===== src/rtl/sdram_amux_pkg.sv =====
package sdram_amux_pkg;
  typedef enum logic [1:0] {
    PH_ACT  = 2'b00,
    PH_RW   = 2'b01,
    PH_MODE = 2'b10,
    PH_MRSV = 2'b11
  } phase_e;

  typedef enum logic {
    LAY_RBC = 1'b0,
    LAY_BRC = 1'b1
  } layout_e;
endpackage


===== src/rtl/sdram_amux_fields.sv =====
module sdram_amux_fields #(
  parameter int HADDR_W = 24,
  parameter int ROW_W   = 12,
  parameter int COL_W   = 9,
  parameter int BANK_W  = 2
) (
  input  logic [HADDR_W-1:0] addr_i,
  input  logic               layout_i,
  input  logic               wide_i,
  output logic [ROW_W-1:0]   row_o,
  output logic [COL_W-1:0]   col_o,
  output logic [BANK_W-1:0]  bank_o
);
  import sdram_amux_pkg::*;

  localparam int EXT_W = 2 + COL_W + BANK_W + ROW_W;

  logic [EXT_W-1:0] ext;
  logic [4:0]       off;

  generate
    if (HADDR_W >= EXT_W) begin : g_trunc
      assign ext = addr_i[EXT_W-1:0];
    end else begin : g_pad
      assign ext = {{(EXT_W-HADDR_W){1'b0}}, addr_i};
    end
  endgenerate

  // column lsb: byte bit 1 (16-bit) or 2 (32-bit)
  assign off = wide_i ? 5'd2 : 5'd1;

  always_comb begin
    col_o = ext[off +: COL_W];
    if (layout_e'(layout_i) == LAY_RBC) begin
      bank_o = ext[(off + COL_W) +: BANK_W];
      row_o  = ext[(off + COL_W + BANK_W) +: ROW_W];
    end else begin
      row_o  = ext[(off + COL_W) +: ROW_W];
      bank_o = ext[(off + COL_W + ROW_W) +: BANK_W];
    end
  end
endmodule


===== src/rtl/sdram_amux_drive.sv =====
module sdram_amux_drive #(
  parameter int ROW_W  = 12,
  parameter int COL_W  = 9,
  parameter int BANK_W = 2,
  parameter int AP_PIN = 10
) (
  input  logic              clk_i,
  input  logic              rst_ni,
  input  logic [1:0]        phase_i,
  input  logic              ap_i,
  input  logic [ROW_W-1:0]  row_i,
  input  logic [COL_W-1:0]  col_i,
  input  logic [BANK_W-1:0] bank_i,
  output logic [ROW_W-1:0]  a_o,
  output logic [BANK_W-1:0] ba_o
);
  import sdram_amux_pkg::*;

  logic [ROW_W-1:0] col_pins;
  logic [ROW_W-1:0] a_d;

  for (genvar i = 0; i < ROW_W; i++) begin : g_colpin
    if (i < COL_W) begin : g_col
      assign col_pins[i] = col_i[i];
    end else if (i == AP_PIN) begin : g_ap
      assign col_pins[i] = ap_i;
    end else begin : g_zero
      assign col_pins[i] = 1'b0;
    end
  end

  always_comb begin
    unique case (phase_e'(phase_i))
      PH_RW:   a_d = col_pins;
      default: a_d = row_i;  // activate and mode load use the row field
    endcase
  end

  always_ff @(posedge clk_i or negedge rst_ni) begin
    if (!rst_ni) begin
      a_o  <= '0;
      ba_o <= '0;
    end else begin
      a_o  <= a_d;
      ba_o <= bank_i;
    end
  end

  AST_RST_PINS_ZERO: assert property (@(posedge clk_i)
    !rst_ni |-> (a_o == '0 && ba_o == '0));
endmodule


===== src/rtl/sdram_addr_mux.sv =====
module sdram_addr_mux #(
  parameter int HADDR_W = 24,
  parameter int ROW_W   = 12,
  parameter int COL_W   = 9,
  parameter int BANK_W  = 2
) (
  input  logic               clk_i,
  input  logic               rst_ni,
  input  logic [HADDR_W-1:0] addr_i,
  input  logic               layout_i,
  input  logic               wide_i,
  input  logic [1:0]         phase_i,
  input  logic               ap_i,
  output logic [ROW_W-1:0]   a_o,
  output logic [BANK_W-1:0]  ba_o
);
  localparam int AP_PIN = 10;

  logic [ROW_W-1:0]  row_f;
  logic [COL_W-1:0]  col_f;
  logic [BANK_W-1:0] bank_f;

  sdram_amux_fields #(
    .HADDR_W(HADDR_W), .ROW_W(ROW_W), .COL_W(COL_W), .BANK_W(BANK_W)
  ) u_fields (
    .addr_i   (addr_i),
    .layout_i (layout_i),
    .wide_i   (wide_i),
    .row_o    (row_f),
    .col_o    (col_f),
    .bank_o   (bank_f)
  );

  sdram_amux_drive #(
    .ROW_W(ROW_W), .COL_W(COL_W), .BANK_W(BANK_W), .AP_PIN(AP_PIN)
  ) u_drive (
    .clk_i   (clk_i),
    .rst_ni  (rst_ni),
    .phase_i (phase_i),
    .ap_i    (ap_i),
    .row_i   (row_f),
    .col_i   (col_f),
    .bank_i  (bank_f),
    .a_o     (a_o),
    .ba_o    (ba_o)
  );

  // set once an edge has passed out of reset, so $past sees valid inputs
  logic past_ok;
  always_ff @(posedge clk_i or negedge rst_ni) begin
    if (!rst_ni) past_ok <= 1'b0;
    else         past_ok <= 1'b1;
  end

  AST_RBC_BANK: assert property (@(posedge clk_i) disable iff (!rst_ni)
    (past_ok && $past(layout_i == 1'b0 && wide_i == 1'b0))
      |-> ba_o == $past(addr_i[11:10]));
  AST_BRC_BANK: assert property (@(posedge clk_i) disable iff (!rst_ni)
    (past_ok && $past(layout_i == 1'b1 && wide_i == 1'b0))
      |-> ba_o == $past(addr_i[23:22]));
  AST_RBC_ROW: assert property (@(posedge clk_i) disable iff (!rst_ni)
    (past_ok && $past(layout_i == 1'b0 && wide_i == 1'b0 && phase_i == 2'b00))
      |-> a_o == $past(addr_i[23:12]));
  AST_COL_PINS: assert property (@(posedge clk_i) disable iff (!rst_ni)
    (past_ok && $past(phase_i == 2'b01))
      |-> (a_o[11] == 1'b0 && a_o[9] == 1'b0 && a_o[10] == $past(ap_i)));
  AST_COL16: assert property (@(posedge clk_i) disable iff (!rst_ni)
    (past_ok && $past(phase_i == 2'b01 && wide_i == 1'b0))
      |-> a_o[8:0] == $past(addr_i[9:1]));
  AST_MODE_ROW: assert property (@(posedge clk_i) disable iff (!rst_ni)
    (past_ok && $past(phase_i[1] && layout_i == 1'b1 && wide_i == 1'b0))
      |-> a_o == $past(addr_i[21:10]));
endmodule


===== config.mk =====
export PLATFORM = sky130hd
export DESIGN_NAME = sdram_addr_mux
export DESIGN_NICKNAME = d
export VERILOG_FILES = /design/src/rtl/sdram_amux_pkg.sv /design/src/rtl/sdram_amux_fields.sv /design/src/rtl/sdram_amux_drive.sv /design/src/rtl/sdram_addr_mux.sv
export SDC_FILE = /design/constraint.sdc
export NUM_CORES = 1
export LEC_CHECK = 0
export ABC_CLOCK_PERIOD_IN_PS = 800
export CAP_MARGIN = 10
export CELL_PAD_IN_SITES_DETAIL_PLACEMENT = 0
export CELL_PAD_IN_SITES_GLOBAL_PLACEMENT = 2
export CORE_MARGIN = 2
export CORE_UTILIZATION = 27
export DETAILED_ROUTE_END_ITERATION = 8
export PLACE_DENSITY_LB_ADDON = 0.1
export SETUP_SLACK_MARGIN = 0.2
export SLEW_MARGIN = 20
export SYNTH_ARGS = -nofsm -noshare
export SYNTH_HDL_FRONTEND = slang
export SYNTH_HIERARCHICAL = 1
export SYNTH_SLANG_ARGS = --single-unit
export TNS_END_PERCENT = 20

===== constraint.sdc =====
create_clock -name clk_i -period 0.8 [get_ports clk_i]
set_clock_uncertainty 0.2 [all_clocks]
set_input_delay 0.16 -clock clk_i [delete_from_list [all_inputs] [get_ports clk_i]]
set_output_delay 0.16 -clock clk_i [all_outputs]
set_load 0.01 [all_outputs]

==> impl_metrics.csv <==
group,metric,value,unit
logic_synthesis,synth_area,1010,µm²
finish,drive_gt1_share,69.3,%
cts,cts_buffers,3,
global_route,grtUsageTotal,12.7,%
placement,io_buffers,43,
logic_synthesis,synth_fp_nets,94,
global_route,grt_first_pass_wirelength,3.91,mm
logic_synthesis,ys_seq_area_share,34.8,%
setup_path,crit_path_max_fanout,6,
die,core-area,3630,µm²
sta,slew_headroom,83.7,%
route,vias_per_cell,4.46,
sta,hold_viol_final,0,
pwr,power_leakage,0.796,nW
setup_path,arrival,1130,ps
logic_synthesis,synth-seq-cells,14,
global_route,antenna_found_initial,0,
finish,nets,159,
cts,cts.sinks,14,
route,drc,0,
die,start_util,27.7,%
finish,post-route-util,47.9,%
logic_synthesis,syn_area_per_cell,16.0,µm²
logic_synthesis,synth.distinct_cells,13,
global_route,grt_pass1_vias,793,
finish,filler_cell_count,377,
logic_synthesis,syn_inst,63,
placement,place.gp.congestion,0.684,
setup_path,cp-end-kind,"flip-flop",
run,maxCapViolCount,0,
setup_path,worst_setup_path_start_kind,"primary input",
global_route,grt_max_degree,15,
worst_hold_path,hp-class,"in2async",
sta,setup_viol,28,
route,drtIter0Drc,9,
route,postRouteWirelength,2.47,mm
die,num_rows,22,
placement,dp_slack,-1130,ps
cts,h-tree-depth,1,
sta,setup_slack,-406,ps
finish,area_delta_synth_final,72.7,%
pwr,ir_worst_vdd,0.000475,V
placement,post-dp-hpwl,1.91,mm
status,violations,"setup timing",
route,drt-pass1-iter-count,2,
setup_path,cp.required,730,ps
sta,min_period_over_period,151,%
route,wl_per_cell,14.1,µm
die,dieWidth,65.1,µm
cts,clk_pin_slew_worst_paths,60,ps
setup_path,cp-startpoint,"layout_i",
route,drtAntennaViolNets,0,
setup_path,path_class,"in2reg",
die,ios,45,
cts,cts.path.max_buffers,2,
cts,hold_buffers,0,
sta,finalMaxSlewViolations,0,
sta,max_clock_freq,830,MHz
pwr,power_density,1320,nW/µm²
finish,n_antenna_cell,0,
global_route,gr-total-overflow,0,
die,die_area,4230,µm²
sta,tightestPinTransition,238,ps
sta,rsz0062_at_grt,"yes",
route,vias,781,
sta,fin_crit,1210,ps
logic_synthesis,yosysWarnings,6,
status,outcome,"complete, but fails checks",
die,dieHeight,65.1,µm
cts,cts_root_buf,"clkbuf_8",
cts,cts_tree,"built",
[through the flow]
step | hold slack (ps) | setup TNS (ps) | power, W | instance area (µm²) | cells
global placement | 308 | -20140 | 0.00163 | 1600 | 164
floorplan | -336 | -6390 | 0.00121 | 1020 | 63
detailed placement | 303 | -20300 | 0.00164 | 1600 | 164
CTS | 41.7 | -8700 | 0.00232 | 1730 | 175
finish | 40.9 | -8530 | 0.00229 | 1740 | 175
global route | 46.1 | -9290 | 0.00241 | 1740 | 175
[registers in the layout, indices dropped and copies added, names as in the netlist]
signal	flops
u_drive/ba_o	2
u_drive/a_o	12
[cells in the final DEF, fill, tap and decap left out]
master,n
o21ai_1,1
clkbuf_8,4
mux2_2,9
clkbuf_2,2
mux2i_2,3
dlygate4sd2_1,2
nand2b_1,1
buf_12,4
buf_8,3
clkdlybuf4s15_1,5
nand3_2,1
buf_6,7
clkdlybuf4s15_2,7
mux2i_1,6
dlymetal6s2s_1,2
nor2b_4,1
buf_4,10
and2b_2,2
mux4_2,9
clkdlybuf4s50_1,8
buf_2,14
buf_16,2
dfrtp_1,14
mux2_4,10
[cell usage after synthesis (all sizes together)]
cell type	number	share of area, %
nor2b	1	1.4
buf	6	7.2
mux4	9	20
o21ai	1	0.50
and2b	2	1.7
dfrtp	14	35
mux2i	9	8.9
nand2b	1	0.62
mux2	19	24
nand3	1	0.50
[timing repair]
item | 4_1_cts | 5_1_grt
gates cloned | 2 | 0
setup buffers | 5 | 0
resized for setup | 120 | 10
endpoints found under the setup margin | 28 | 28
[worst max-delay path, stage by stage]
cell	delay [ps]
buf_8	90
buf_12	120
mux4_2	490
mux2_4	280
[layer usage]
metal | vias to the layer above | global-route usage, % | share of wire (%) | wire [µm]
li1 | 369 | - | - | -
met1 | 385 | 16.4 | 41 | 1000
met2 | 25 | 20.5 | 51 | 1250
met3 | 2 | 2.43 | 6.8 | 168
met4 | 0 | 6.25 | 1.9 | 46
met5 | - | 0 | 0 | 0
[where the power goes]
part,internal [W],switching [W],leakage [nW]
registers,0.000787,0.0000174,0.166
clock network,0.000435,0.000244,0.0288
logic,0.000527,0.000285,0.601
[worst paths after layout]
kind,endpoint,slack (ps),cells after the start
max in group asynchronous,u_drive/a_o[1],240,2
max,u_drive/a_o[7],-410,4
min in group clk_i,u_drive/a_o[5],120,3
min,u_drive/a_o[2],40,2
[layout make-up]
type | instances | area, µm² | area share [%]
clock buffer | 4 | 55.1 | 3.17
multi-input combinational | 43 | 608 | 35.0
sequential | 14 | 350 | 20.1
tap | 48 | 60.1 | 3.45
timing repair buffer | 66 | 666 | 38.3
[kinds of logic after synthesis]
kind of cell / after synthesis / share of synthesized area [%]
flops: 14 / 34.8
compound gates: 1 / 0.496
mux: 37 / 53.3
simple gates: 5 / 4.22
buf+inv: 6 / 7.21
No activity file was read; power rests on OpenSTA's default activity.
